===== src/rtl/mt_pkg.sv =====
package mt_pkg;
  localparam int ADDR_W = 2;
  typedef enum logic [ADDR_W-1:0] {
    MT_REG_CTRL  = 2'd0,
    MT_REG_COUNT = 2'd1,
    MT_REG_ACK   = 2'd2,
    MT_REG_NONE  = 2'd3
  } mt_reg_e;
endpackage


===== src/rtl/mt_rst_sync.sv =====
module mt_rst_sync #(
  parameter int STAGES = 2
) (
  input  logic clk,
  input  logic rst_n,
  output logic rst_sn
);
  logic [STAGES-1:0] sync_q;

  always_ff @(posedge clk or negedge rst_n) begin
    if (!rst_n) sync_q <= '0;
    else        sync_q <= {sync_q[STAGES-2:0], 1'b1};
  end

  assign rst_sn = sync_q[STAGES-1];
endmodule


===== src/rtl/mt_down_counter.sv =====
module mt_down_counter #(
  parameter int CNT_W = 16
) (
  input  logic             clk,
  input  logic             rst_n,
  input  logic             run_en,
  input  logic             step,
  input  logic             load,
  input  logic [CNT_W-1:0] load_val,
  output logic [CNT_W-1:0] count,
  output logic             hit
);
  logic [CNT_W-1:0] cnt_q, cnt_d;
  logic             armed_q, armed_d;
  logic             adv;
  logic             at_last;

  always_comb begin
    adv     = run_en & step & ~load;
    at_last = (cnt_q[CNT_W-1:1] == '0);
    hit     = adv & armed_q & at_last;
    cnt_d   = cnt_q;
    armed_d = armed_q;
    if (load) begin
      cnt_d   = load_val;
      armed_d = 1'b1;
    end else if (adv) begin
      if (cnt_q != '0) cnt_d = cnt_q - 1'b1;
      if (hit)         armed_d = 1'b0;
    end
  end

  always_ff @(posedge clk or negedge rst_n) begin
    if (!rst_n) begin
      cnt_q   <= '0;
      armed_q <= 1'b0;
    end else begin
      cnt_q   <= cnt_d;
      armed_q <= armed_d;
    end
  end

  assign count = cnt_q;

  p_load_r2: assert property (@(posedge clk) disable iff (!rst_n)
    load |=> cnt_q == $past(load_val));
  p_dec_one_r3: assert property (@(posedge clk) disable iff (!rst_n)
    (run_en && step && !load && cnt_q != '0) |=> cnt_q == CNT_W'($past(cnt_q) - 1'b1));
  p_hold_r4: assert property (@(posedge clk) disable iff (!rst_n)
    (!load && !(run_en && step)) |=> $stable(cnt_q));
  p_no_wrap_r6: assert property (@(posedge clk) disable iff (!rst_n)
    (cnt_q == '0 && !load) |=> cnt_q == '0);
  p_one_shot_r9: assert property (@(posedge clk) disable iff (!rst_n)
    (hit && !load) |=> !armed_q);
endmodule


===== src/rtl/mt_ctrl.sv =====
module mt_ctrl (
  input  logic clk,
  input  logic rst_n,
  input  logic wr_ctrl,
  input  logic wr_ack,
  input  logic wbit,
  input  logic hit,
  output logic enable,
  output logic flag
);
  logic en_q, en_d;
  logic flag_q, flag_d;
  logic ack;

  always_comb begin
    ack    = wr_ack & wbit;
    en_d   = wr_ctrl ? wbit : en_q;
    flag_d = hit | (flag_q & ~ack);
  end

  always_ff @(posedge clk or negedge rst_n) begin
    if (!rst_n) begin
      en_q   <= 1'b0;
      flag_q <= 1'b0;
    end else begin
      en_q   <= en_d;
      flag_q <= flag_d;
    end
  end

  assign enable = en_q;
  assign flag   = flag_q;

  p_en_hold_r5: assert property (@(posedge clk) disable iff (!rst_n)
    !wr_ctrl |=> $stable(en_q));
  p_set_r6: assert property (@(posedge clk) disable iff (!rst_n)
    hit |=> flag_q);
  p_sticky_r8: assert property (@(posedge clk) disable iff (!rst_n)
    (flag_q && !ack) |=> flag_q);
  p_ack_clear_r8: assert property (@(posedge clk) disable iff (!rst_n)
    (ack && !hit) |=> !flag_q);
  p_set_wins_r10: assert property (@(posedge clk) disable iff (!rst_n)
    (ack && hit) |=> flag_q);
endmodule


===== src/rtl/mon_timeout_timer.sv =====
module mon_timeout_timer
  import mt_pkg::*;
#(
  parameter int CNT_W     = 16,
  parameter int RST_STAGE = 2
) (
  input  logic              clk,
  input  logic              rst_n,
  input  logic              tick,
  input  logic              cpu_run,
  input  logic              wr_en,
  input  logic [ADDR_W-1:0] wr_addr,
  input  logic [CNT_W-1:0]  wr_data,
  input  logic [ADDR_W-1:0] rd_addr,
  output logic [CNT_W-1:0]  rd_data,
  output logic              irq
);
  logic             rst_sn;
  logic             wr_ctrl, wr_load, wr_ack;
  logic             enable, flag, hit;
  logic [CNT_W-1:0] count;

  mt_rst_sync #(.STAGES(RST_STAGE)) u_rst (
    .clk(clk), .rst_n(rst_n), .rst_sn(rst_sn));

  always_comb begin
    wr_ctrl = wr_en && (mt_reg_e'(wr_addr) == MT_REG_CTRL);
    wr_load = wr_en && (mt_reg_e'(wr_addr) == MT_REG_COUNT);
    wr_ack  = wr_en && (mt_reg_e'(wr_addr) == MT_REG_ACK);
  end

  mt_down_counter #(.CNT_W(CNT_W)) u_cnt (
    .clk(clk), .rst_n(rst_sn), .run_en(enable), .step(tick & cpu_run),
    .load(wr_load), .load_val(wr_data), .count(count), .hit(hit));

  mt_ctrl u_ctrl (
    .clk(clk), .rst_n(rst_sn), .wr_ctrl(wr_ctrl), .wr_ack(wr_ack),
    .wbit(wr_data[0]), .hit(hit), .enable(enable), .flag(flag));

  always_comb begin
    rd_data = '0;
    case (mt_reg_e'(rd_addr))
      MT_REG_CTRL:  rd_data = {{(CNT_W-2){1'b0}}, flag, enable};
      MT_REG_COUNT: rd_data = count;
      default:      rd_data = '0;
    endcase
  end

  assign irq = flag;

  p_irq_flag_r6: assert property (@(posedge clk) disable iff (!rst_sn)
    irq == rd_data[1] || mt_reg_e'(rd_addr) != MT_REG_CTRL);
endmodule


===== config.mk =====
export PLATFORM = sky130hd
export DESIGN_NAME = mon_timeout_timer
export DESIGN_NICKNAME = d
export VERILOG_FILES = /design/src/rtl/mt_pkg.sv /design/src/rtl/mt_rst_sync.sv /design/src/rtl/mt_down_counter.sv /design/src/rtl/mt_ctrl.sv /design/src/rtl/mon_timeout_timer.sv
export SDC_FILE = /design/constraint.sdc
export NUM_CORES = 1
export LEC_CHECK = 0
export CAP_MARGIN = 15
export CORE_MARGIN = 3
export CORE_UTILIZATION = 47
export DETAILED_ROUTE_END_ITERATION = 10
export DONT_BUFFER_PORTS = 1
export GPL_TIMING_DRIVEN = 0
export PLACE_DENSITY_LB_ADDON = 0.2
export SLEW_MARGIN = 20
export SYNTH_ARGS = -nofsm -noshare
export SYNTH_HDL_FRONTEND = slang
export SYNTH_SLANG_ARGS = --single-unit

===== constraint.sdc =====
create_clock -name clk -period 1.3 [get_ports clk]
set_clock_uncertainty 0.15 [all_clocks]
set_input_delay 0.26 -clock clk [delete_from_list [all_inputs] [get_ports clk]]
set_output_delay 0.26 -clock clk [all_outputs]
set_load 0.02 [all_outputs]

==> report_table.html, run 1 <==
<table>
<tr><th>Metric</th><th>Value</th></tr>
<tr><th colspan="2">Place</th></tr>
<tr><td>Estimated wirelength of the detail-placed design</td><td>2.31 mm</td></tr>
<tr><td>Minimum setup slack after placement</td><td>-0.788 ns</td></tr>
<tr><td>Routability congestion estimate</td><td>0.805</td></tr>
<tr><td>Buffers on Ports</td><td>0</td></tr>
<tr><td>Dpl cells</td><td>179</td></tr>
<tr><th colspan="2">Layout</th></tr>
<tr><td>Final Core Density</td><td>77.8%</td></tr>
<tr><td>Synth-to-Final Area Change</td><td>49.9%</td></tr>
<tr><td>Share of layout cells above drive strength 1</td><td>44.1%</td></tr>
<tr><td>Footprint of the multi-input gates</td><td>915 um^2</td></tr>
<tr><td>Combined flip-flop and latch cell area</td><td>537 um^2</td></tr>
<tr><td>NumNets Final</td><td>229</td></tr>
<tr><td>Layout fillers</td><td>176</td></tr>
<tr><td>Final standard cell count with taps included and fillers excluded</td><td>232</td></tr>
<tr><td>Diode count</td><td>0</td></tr>
<tr><th colspan="2">Floorplan</th></tr>
<tr><td>Count of boundary I/O pins</td><td>42</td></tr>
<tr><td>Initial core utilization</td><td>51.9%</td></tr>
<tr><td>Height of the die</td><td>59.5 um</td></tr>
<tr><td>Standard cell core area</td><td>2590 um^2</td></tr>
<tr><td>Die Outline Area</td><td>3540 um^2</td></tr>
<tr><td>Placement row count</td><td>18</td></tr>
<tr><td>Horizontal die dimension</td><td>59.5 um</td></tr>
<tr><th colspan="2">CTS</th></tr>
<tr><td>Clock tree from TritonCTS</td><td>done</td></tr>
<tr><td>Total clock buffers created by CTS</td><td>3</td></tr>
<tr><td>H-tree levels</td><td>1</td></tr>
<tr><td>Clock Tree Buf Depth</td><td>2</td></tr>
<tr><td>Clock sinks</td><td>21</td></tr>
<tr><td>Latest clock arrival within the worst-skew pair</td><td>0.31 ns</td></tr>
<tr><td>Clock transition time at the flip-flop clock pins of the worst setup and hold paths</td><td>0.12 ns</td></tr>
<tr><td>Master cell of the clock root buffer</td><td>sky130_fd_sc_hd__clkbuf_4</td></tr>
<tr><th colspan="2">Critical path</th></tr>
<tr><td>Worst-path fanout max</td><td>8</td></tr>
<tr><td>Startpoint type of the worst setup path</td><td>flip-flop</td></tr>
<tr><td>Arrival time at the worst endpoint</td><td>1.94 ns</td></tr>
<tr><td>Worst setup path class</td><td>reg -&gt; reg</td></tr>
<tr><td>Kind of end point of the critical path</td><td>flip-flop</td></tr>
<tr><td>Worst Path Required</td><td>1.33 ns</td></tr>
<tr><th colspan="2">Global route</th></tr>
<tr><td>Initial antenna violation count</td><td>0</td></tr>
<tr><td>Overall routing resource usage</td><td>21.4%</td></tr>
<tr><td>Pin count of the biggest net entering global routing</td><td>20</td></tr>
<tr><td>Gr ovfl total</td><td>0</td></tr>
<tr><td>Via count of the first global-routing pass</td><td>1,259</td></tr>
<tr><td>Global-route wire length before repair</td><td>5.74 mm</td></tr>
<tr><th colspan="2">Synthesis</th></tr>
<tr><td>Synthesized instance count</td><td>149</td></tr>
<tr><td>Mean Syn Cell Area</td><td>9.03 um^2</td></tr>
<tr><td>Total nets after synthesis</td><td>175</td></tr>
<tr><td>Library cells used by synthesis</td><td>43</td></tr>
<tr><td>Leading cell type by number of instances after synthesis</td><td>sky130_fd_sc_hd__nor2_1</td></tr>
<tr><td>Library cell occupying the most area in the post-synthesis netlist</td><td>sky130_fd_sc_hd__dfrtp_1</td></tr>
<tr><td>FF+latch count, synth</td><td>21</td></tr>
<tr><td>Sequential fraction of the synthesis area</td><td>39.1%</td></tr>
<tr><td>Synthesis Warnings</td><td>0</td></tr>
<tr><td>Main area contributors after synthesis</td><td>sky130_fd_sc_hd__dfrtp_1, sky130_fd_sc_hd__nor2_1, sky130_fd_sc_hd__and2_1</td></tr>
<tr><td>Post-synth top flop</td><td>sky130_fd_sc_hd__dfrtp_1</td></tr>
<tr><td>Ys async rst share</td><td>100%</td></tr>
<tr><td>Number of enable flip-flop cells after synthesis</td><td>0</td></tr>
<tr><td>Most frequent cells after synthesis</td><td>sky130_fd_sc_hd__nor2_1, sky130_fd_sc_hd__dfrtp_1, sky130_fd_sc_hd__and2_1, sky130_fd_sc_hd__a21oi_1, sky130_fd_sc_hd__nand3_1</td></tr>
<tr><td>Mapped Area</td><td>1350 um^2</td></tr>
<tr><td>Share of the synthesized area in the top cell type</td><td>39.1%</td></tr>
<tr><th colspan="2">Power and ir drop</th></tr>
<tr><td>Proportion of total power due to net switching</td><td>36.6%</td></tr>
<tr><td>Proportion of power drawn by combinational gates</td><td>44.5%</td></tr>
<tr><td>Leakage</td><td>0.825 nW</td></tr>
<tr><td>Clk network pwr share</td><td>14.0%</td></tr>
<tr><td>Total power divided by cell area</td><td>1140 nW/um^2</td></tr>
<tr><td>Sequential share of power</td><td>41.5%</td></tr>
<tr><td>Worst supply voltage drop on vdd</td><td>1090 uV</td></tr>
<tr><td>Internal power component</td><td>1.45 mW</td></tr>
<tr><td>Net switching power figure</td><td>838 uW</td></tr>
<tr><th colspan="2">Route</th></tr>
<tr><td>Routed wirelength normalized by instance count</td><td>16.3 um</td></tr>
<tr><td>1st-iter DRT viols</td><td>56</td></tr>
<tr><td>Antenna viol nets, final</td><td>0</td></tr>
<tr><td>Via count of the routed design</td><td>1,324</td></tr>
<tr><td>Routed wire length</td><td>3.79 mm</td></tr>
<tr><td>Routed vias/inst</td><td>5.71</td></tr>
<tr><td>Post-route DRC violation count</td><td>0</td></tr>
<tr><td>Number of detailed-route iterations in the first pass</td><td>5</td></tr>
<tr><th colspan="2">Outcome</th></tr>
<tr><td>Failing checks</td><td>setup timing</td></tr>
<tr><td>Result of the run</td><td>finished, violations left</td></tr>
<tr><th colspan="2">STA</th></tr>
<tr><td>Final period utilization</td><td>147%</td></tr>
<tr><td>Worst-margin pin slew</td><td>0.788 ns</td></tr>
<tr><td>Post-layout min period</td><td>1.91 ns</td></tr>
<tr><td>Unrepaired setup endpoints after global routing</td><td>true</td></tr>
<tr><td>Setup TNS after final layout</td><td>-11.22 ns</td></tr>
<tr><td>FMAX</td><td>0.523 GHz</td></tr>
<tr><td>Slew Viols, Final</td><td>0</td></tr>
<tr><td>Rel. slew slack</td><td>47.5%</td></tr>
<tr><td>Final count of hold timing violations</td><td>0</td></tr>
<tr><td>Setup WS post-layout</td><td>-0.611 ns</td></tr>
<tr><td>Final setup fails</td><td>34</td></tr>
<tr><td>Post-Route Hold Slack</td><td>0.00806 ns</td></tr>
<tr><th colspan="2">Hold path</th></tr>
<tr><td>Worst hold path type</td><td>in -&gt; async</td></tr>
<tr><th colspan="2">Job</th></tr>
<tr><td>Number of max-capacitance violations reported</td><td>0</td></tr>
</table>
## flip-flops by register name (all words and copies together) (netlist names)
register / count
u_cnt.armed_q: 1
u_rst.sync_q: 2
u_cnt.count: 16
u_ctrl.flag: 1
u_ctrl.enable: 1
## final timing paths
check | cells after the start | startpoint | endpoint | slack [ns]
setup / recovery | 8 | u_cnt.count[0]$_DFFE_PN0P_ | u_cnt.count[2]$_DFFE_PN0P_ | -0.61
hold / removal | 1 | rst_n | u_rst.sync_q[0]$_DFF_PN0_ | 0.008
max in group asynchronous | 0 | u_rst.sync_q[1]$_DFF_PN0_ | u_cnt.count[11]$_DFFE_PN0P_ | 0.27
min in group clk | 3 | wr_en | u_ctrl.flag$_DFF_PN0_ | 0.04
setup reg to reg | 8 | u_cnt.count[0]$_DFFE_PN0P_ | u_cnt.count[2]$_DFFE_PN0P_ | -0.61
hold reg to reg | 0 | u_rst.sync_q[1]$_DFF_PN0_ | u_cnt.armed_q$_DFFE_PN0P_ | 0.18
## area by class of cell
class | instances | area share [%]
multi-input cells | 117 | 45.4
flip-flops and latches | 21 | 26.6
repair buffers | 49 | 22.1
well taps | 30 | 1.86
plain buffers | 6 | 1.74
clock buffers | 3 | 1.12
inverters | 5 | 0.931
clock inverters | 1 | 0.248
## what timing repair did
item	in CTS	in global routing
pin swaps	18	6
resized for setup	44	13
hold buffers	18	1
endpoints found under the setup margin	34	34
hold endpoints to repair	20	1
buffers inserted	19	12
## per-stage QoR
stage / total power, mW / cell area (um^2)
2_1_floorplan: 1.39 / 1380
3_3_place_gp: 1.48 / 1420
3_5_place_dp: 1.51 / 1420
4_1_cts: 2.14 / 1880
5_1_grt: 2.41 / 2020
6_report: 2.29 / 2020
## cell families (layout without fill, tap and decap cells)
family	after synthesis	in the layout	synth area share, %
AND/OR/NAND/NOR	74	74	33.4
AO/OA/AOI/OAI	29	29	14.7
buffers and inverters	11	64	3.26
multiplexers	5	5	3.81
adder cells (fa/ha/maj)	1	1	0.930
flip-flops	21	21	39.1
other	1	1	0.279
XOR/XNOR	7	7	4.56
## power by group through the flow
stage	logic (mW)	registers [mW]	clock network [mW]
after floorplan	0.449	0.940	0
after global placement	0.507	0.975	0
after detailed placement	0.524	0.987	0
after CTS	0.871	0.948	0.320
after global routing	1.08	0.971	0.353
final	1.02	0.950	0.321
## per-layer routing
| layer | wire, um | GRT usage, % | up-vias |
|---|---|---|---|
| met5 | 0 | 0 | - |
| met4 | 62 | 9.18 | 0 |
| met3 | 274 | 4.36 | 10 |
| met2 | 1910 | 35.4 | 60 |
| met1 | 1550 | 27.0 | 627 |
| li1 | - | - | 627 |
## worst max-delay path, stage by stage (launching register included)
cell,delay [ns]
sky130_fd_sc_hd__dfrtp_1,0.41
sky130_fd_sc_hd__inv_2,0.09
sky130_fd_sc_hd__ha_4,0.14
sky130_fd_sc_hd__nor4b_4,0.27
sky130_fd_sc_hd__buf_4,0.19
sky130_fd_sc_hd__nand4_4,0.14
sky130_fd_sc_hd__nand3_1,0.15
sky130_fd_sc_hd__xor2_1,0.17
sky130_fd_sc_hd__a21oi_1,0.08
## placed cells by master, fill, tap and decap left out, drive strengths merged, types with 3 or more instances in the layout
cell type / n
a31oi: 3
o21ai: 5
xor2: 5
mux2i: 4
buf: 32
clkbuf: 7
dfrtp: 21
nor2: 24
inv: 5
nand2: 8
nand3: 8
and2: 15
a21oi: 12
nand4: 3
dlygate4sd3: 19
Note: power is estimated with default switching activity, not from simulation.
==> run 2, diff against run 1 <==
--- a/config.mk
+++ b/config.mk
@@ -8,5 +8,5 @@
 export CAP_MARGIN = 15
 export CORE_MARGIN = 3
-export CORE_UTILIZATION = 47
+export CORE_UTILIZATION = 45
 export DETAILED_ROUTE_END_ITERATION = 10
 export DONT_BUFFER_PORTS = 1
--- a/constraint.sdc
+++ b/constraint.sdc
@@ -3,3 +3,3 @@
 set_input_delay 0.26 -clock clk [delete_from_list [all_inputs] [get_ports clk]]
 set_output_delay 0.26 -clock clk [all_outputs]
-set_load 0.02 [all_outputs]
+set_load 0.1 [all_outputs]
==> report_table.html, run 2 (same netlist as run 1, synthesis figures left out) <==
<table>
<tr><th>Metric</th><th>Value</th></tr>
<tr><th colspan="2">Global route</th></tr>
<tr><td>Grt peak-use layer</td><td>met2</td></tr>
<tr><td>Gr ovfl total</td><td>0 (unchanged)</td></tr>
<tr><td>Fraction of met2 tracks used by global routing</td><td>35.9% (+0.46 points)</td></tr>
<tr><td>Initial antenna violation count</td><td>0 (unchanged)</td></tr>
<tr><td>Met1 usage in global routing</td><td>26.7% (-0.38 points)</td></tr>
<tr><td>Grt met3 use</td><td>4.04% (-0.31 points)</td></tr>
<tr><td>Via count of the first global-routing pass</td><td>1,290 (+2.5%)</td></tr>
<tr><td>Pin count of the biggest net entering global routing</td><td>20 (unchanged)</td></tr>
<tr><td>Global-route wire length before repair</td><td>5.83 mm (+1.6%)</td></tr>
<tr><td>Overall routing resource usage</td><td>21.7% (+0.21 points)</td></tr>
<tr><th colspan="2">CTS</th></tr>
<tr><td>Clock tree from TritonCTS</td><td>done</td></tr>
<tr><td>Total clock buffers created by CTS</td><td>3 (unchanged)</td></tr>
<tr><td>Clock transition time at the flip-flop clock pins of the worst setup and hold paths</td><td>0.11 ns (about the same)</td></tr>
<tr><td>H-tree levels</td><td>1 (unchanged)</td></tr>
<tr><td>Clock Tree Buf Depth</td><td>2 (unchanged)</td></tr>
<tr><td>Clock sinks</td><td>21 (unchanged)</td></tr>
<tr><td>Latest clock arrival within the worst-skew pair</td><td>0.30 ns (about the same)</td></tr>
<tr><td>Master cell of the clock root buffer</td><td>sky130_fd_sc_hd__clkbuf_4</td></tr>
<tr><th colspan="2">Route</th></tr>
<tr><td>Routed vias/inst</td><td>5.78 (+1.3%)</td></tr>
<tr><td>Post-route DRC violation count</td><td>0 (unchanged)</td></tr>
<tr><td>Antenna viol nets, final</td><td>0 (unchanged)</td></tr>
<tr><td>Via count of the routed design</td><td>1,336 (+0.91%)</td></tr>
<tr><td>Routed wire length</td><td>4.15 mm (+9.4%)</td></tr>
<tr><td>1st-iter DRT viols</td><td>54 (-3.6%)</td></tr>
<tr><td>Number of detailed-route iterations in the first pass</td><td>4 (-1)</td></tr>
<tr><td>Routed wirelength normalized by instance count</td><td>17.9 um (+9.8%)</td></tr>
<tr><th colspan="2">Floorplan</th></tr>
<tr><td>Initial core utilization</td><td>47.9% (-4.0 points)</td></tr>
<tr><td>Height of the die</td><td>60.7 um (+2.0%)</td></tr>
<tr><td>Standard cell core area</td><td>2810 um^2 (+8.3%)</td></tr>
<tr><td>Placement row count</td><td>19 (+1)</td></tr>
<tr><td>Die Outline Area</td><td>3680 um^2 (+4.0%)</td></tr>
<tr><td>Horizontal die dimension</td><td>60.7 um (+2.0%)</td></tr>
<tr><td>Count of boundary I/O pins</td><td>42 (unchanged)</td></tr>
<tr><th colspan="2">STA</th></tr>
<tr><td>Final count of hold timing violations</td><td>0 (unchanged)</td></tr>
<tr><td>Setup TNS after final layout</td><td>-13.72 ns (-2.50 ns)</td></tr>
<tr><td>Slew Viols, Final</td><td>0 (unchanged)</td></tr>
<tr><td>FMAX</td><td>0.506 GHz (-3.2%)</td></tr>
<tr><td>Setup WS post-layout</td><td>-0.675 ns (-0.0633 ns)</td></tr>
<tr><td>Worst-margin pin slew</td><td>0.795 ns (+0.00738 ns)</td></tr>
<tr><td>Final setup fails</td><td>35 (+2.9%)</td></tr>
<tr><td>Rel. slew slack</td><td>47.0% (-0.49 points)</td></tr>
<tr><td>Post-Route Hold Slack</td><td>0.0271 ns (+0.0190 ns)</td></tr>
<tr><td>Post-layout min period</td><td>1.97 ns (+0.0633 ns)</td></tr>
<tr><td>Unrepaired setup endpoints after global routing</td><td>true</td></tr>
<tr><td>Final period utilization</td><td>152% (+4.9 points)</td></tr>
<tr><th colspan="2">Place</th></tr>
<tr><td>Estimated wirelength of the detail-placed design</td><td>2.32 mm (+0.59%)</td></tr>
<tr><td>Routability congestion estimate</td><td>0.811 (+0.81%)</td></tr>
<tr><td>Buffers on Ports</td><td>0 (unchanged)</td></tr>
<tr><th colspan="2">Critical path</th></tr>
<tr><td>Slowest stage delay, CP</td><td>0.65 ns (+0.24 ns)</td></tr>
<tr><td>Worst setup path class</td><td>reg -&gt; out</td></tr>
<tr><td>Worst Path Required</td><td>0.89 ns (-0.44 ns)</td></tr>
<tr><td>Critical path cell sequence</td><td>mux2i_4 -&gt; nor2_4</td></tr>
<tr><td>Worst-path fanout max</td><td>3 (-5)</td></tr>
<tr><td>Setup slack, reg-to-reg</td><td>-0.63 ns (-0.02 ns)</td></tr>
<tr><td>Worst R2R Path Depth</td><td>6 (-2)</td></tr>
<tr><td>Origin of the worst setup path</td><td>u_ctrl.flag$_DFF_PN0_</td></tr>
<tr><td>Arrival time at the worst endpoint</td><td>1.56 ns (-0.38 ns)</td></tr>
<tr><td>Kind of end point of the critical path</td><td>output port</td></tr>
<tr><td>Capture point of the worst reg-to-reg path</td><td>u_cnt.count[15]$_DFFE_PN0P_</td></tr>
<tr><td>Beginning of the worst register-to-register path</td><td>u_cnt.count[3]$_DFFE_PN0P_</td></tr>
<tr><td>Max stage delay cell, worst path</td><td>sky130_fd_sc_hd__dfrtp_4</td></tr>
<tr><td>Startpoint type of the worst setup path</td><td>flip-flop</td></tr>
<tr><th colspan="2">Job</th></tr>
<tr><td>Number of max-capacitance violations reported</td><td>0 (unchanged)</td></tr>
<tr><th colspan="2">Layout</th></tr>
<tr><td>Flip-flop count of the largest register, all copies and words added</td><td>16 (unchanged)</td></tr>
<tr><td>Most common library cell in the layout ignoring fill and taps</td><td>sky130_fd_sc_hd__nor2_1</td></tr>
<tr><td>Leading cell types in the layout, fill and taps excluded</td><td>sky130_fd_sc_hd__nor2_1, sky130_fd_sc_hd__dlygate4sd3_1, sky130_fd_sc_hd__buf_4, sky130_fd_sc_hd__and2_4, sky130_fd_sc_hd__dfrtp_2</td></tr>
<tr><td>Layout fillers</td><td>191 (+8.5%)</td></tr>
<tr><td>Synth-to-Final Area Change</td><td>57.7%</td></tr>
<tr><td>Share of layout cells above drive strength 1</td><td>51.5% (+7.4 points)</td></tr>
<tr><td>NumNets Final</td><td>227 (-0.87%)</td></tr>
<tr><td>Diode count</td><td>0 (unchanged)</td></tr>
<tr><th colspan="2">Power and ir drop</th></tr>
<tr><td>Overall Power</td><td>2.59 mW (+13%)</td></tr>
<tr><td>Worst supply voltage drop on vdd</td><td>740 uV (-32%)</td></tr>
<tr><td>Leakage</td><td>0.839 nW (+1.7%)</td></tr>
<tr><td>Total power divided by cell area</td><td>1220 nW/um^2 (+7.5%)</td></tr>
<tr><th colspan="2">Outcome</th></tr>
<tr><td>Result of the run</td><td>finished, violations left</td></tr>
<tr><td>Failing checks</td><td>setup timing</td></tr>
<tr><th colspan="2">Hold path</th></tr>
<tr><td>Worst hold path type</td><td>in -&gt; async</td></tr>
</table>
run 2: changes by cell type in the layout (fill, tap and decap cells not counted), moves of 3 or more:
cell | before | now
sky130_fd_sc_hd__buf_4 | 22 | 18
sky130_fd_sc_hd__buf_6 | 9 | 12
sky130_fd_sc_hd__dfrtp_1 | 12 | 7
sky130_fd_sc_hd__dfrtp_2 | 9 | 13
run 2: what timing repair did:
| item | 4_1_cts | 5_1_grt |
|---|---|---|
| endpoints found under the setup margin | 35 | 35 |
| pin swaps | 35 | 20 |
| gates resized for setup | 38 | 24 |
| buffers inserted | 17 | 14 |
| hold buffers | 18 | 0 |
| endpoints found under the hold margin | 20 | 0 |
run 2: where the power goes:
group          switching (mW)  total, mW  leakage [nW]  internal [mW]
logic                   0.757       1.30         0.602          0.541
clock network           0.189      0.309        0.0150          0.120
registers               0.193      0.984         0.223          0.791
total                    1.14       2.59         0.839           1.45
run 2: stage by stage:
step                      utilization [%]  instance area [um^2]  cells  setup slack (ns)
after floorplan                         -                  1430    149            -0.560
after global placement               52.5                  1470    180            -0.750
after detailed placement             52.5                  1470    180            -0.776
after CTS                            69.0                  1940    218            -0.713
after global routing                 75.6                  2120    231            -0.725
final                                75.6                  2120    231            -0.675
run 2: per-layer routing:
metal / up-vias / share of wire [%] / wire length (um)
li1: 627 / - / -
met1: 654 / 41 / 1700
met2: 47 / 52 / 2140
met3: 8 / 4.6 / 190
met4: 0 / 2.7 / 113
met5: - / 0 / 0
run 2: cell type report:
cell class	count	area [um^2]	share of cell area (%)
well taps	31	38.8	1.83
plain buffers	5	32.5	1.53
flip-flops and latches	21	546	25.7
clock buffers	4	26.3	1.24
repair buffers	48	450	21.2
inverters	5	18.8	0.885
multi-input cells	117	1010	47.6
run 2: critical path, delay by kind of cell, from the launching register on:
kind | cells | cell delay, ns
flops | 1 | 0.65
mux | 1 | 0.12
simple gates | 1 | 0.49
run 2: worst max path at each step:
stage / to / slack [ns] / cells after the start
after detailed placement: u_cnt.count[4]$_DFFE_PN0P_ / -0.78 / 7
after global routing: u_cnt.count[5]$_DFFE_PN0P_ / -0.72 / 8
after CTS: rd_data[1] / -0.71 / 2
after floorplan: u_cnt.count[14]$_DFFE_PN0P_ / -0.56 / 6
after global placement: u_cnt.count[4]$_DFFE_PN0P_ / -0.75 / 7
final: rd_data[1] / -0.67 / 2
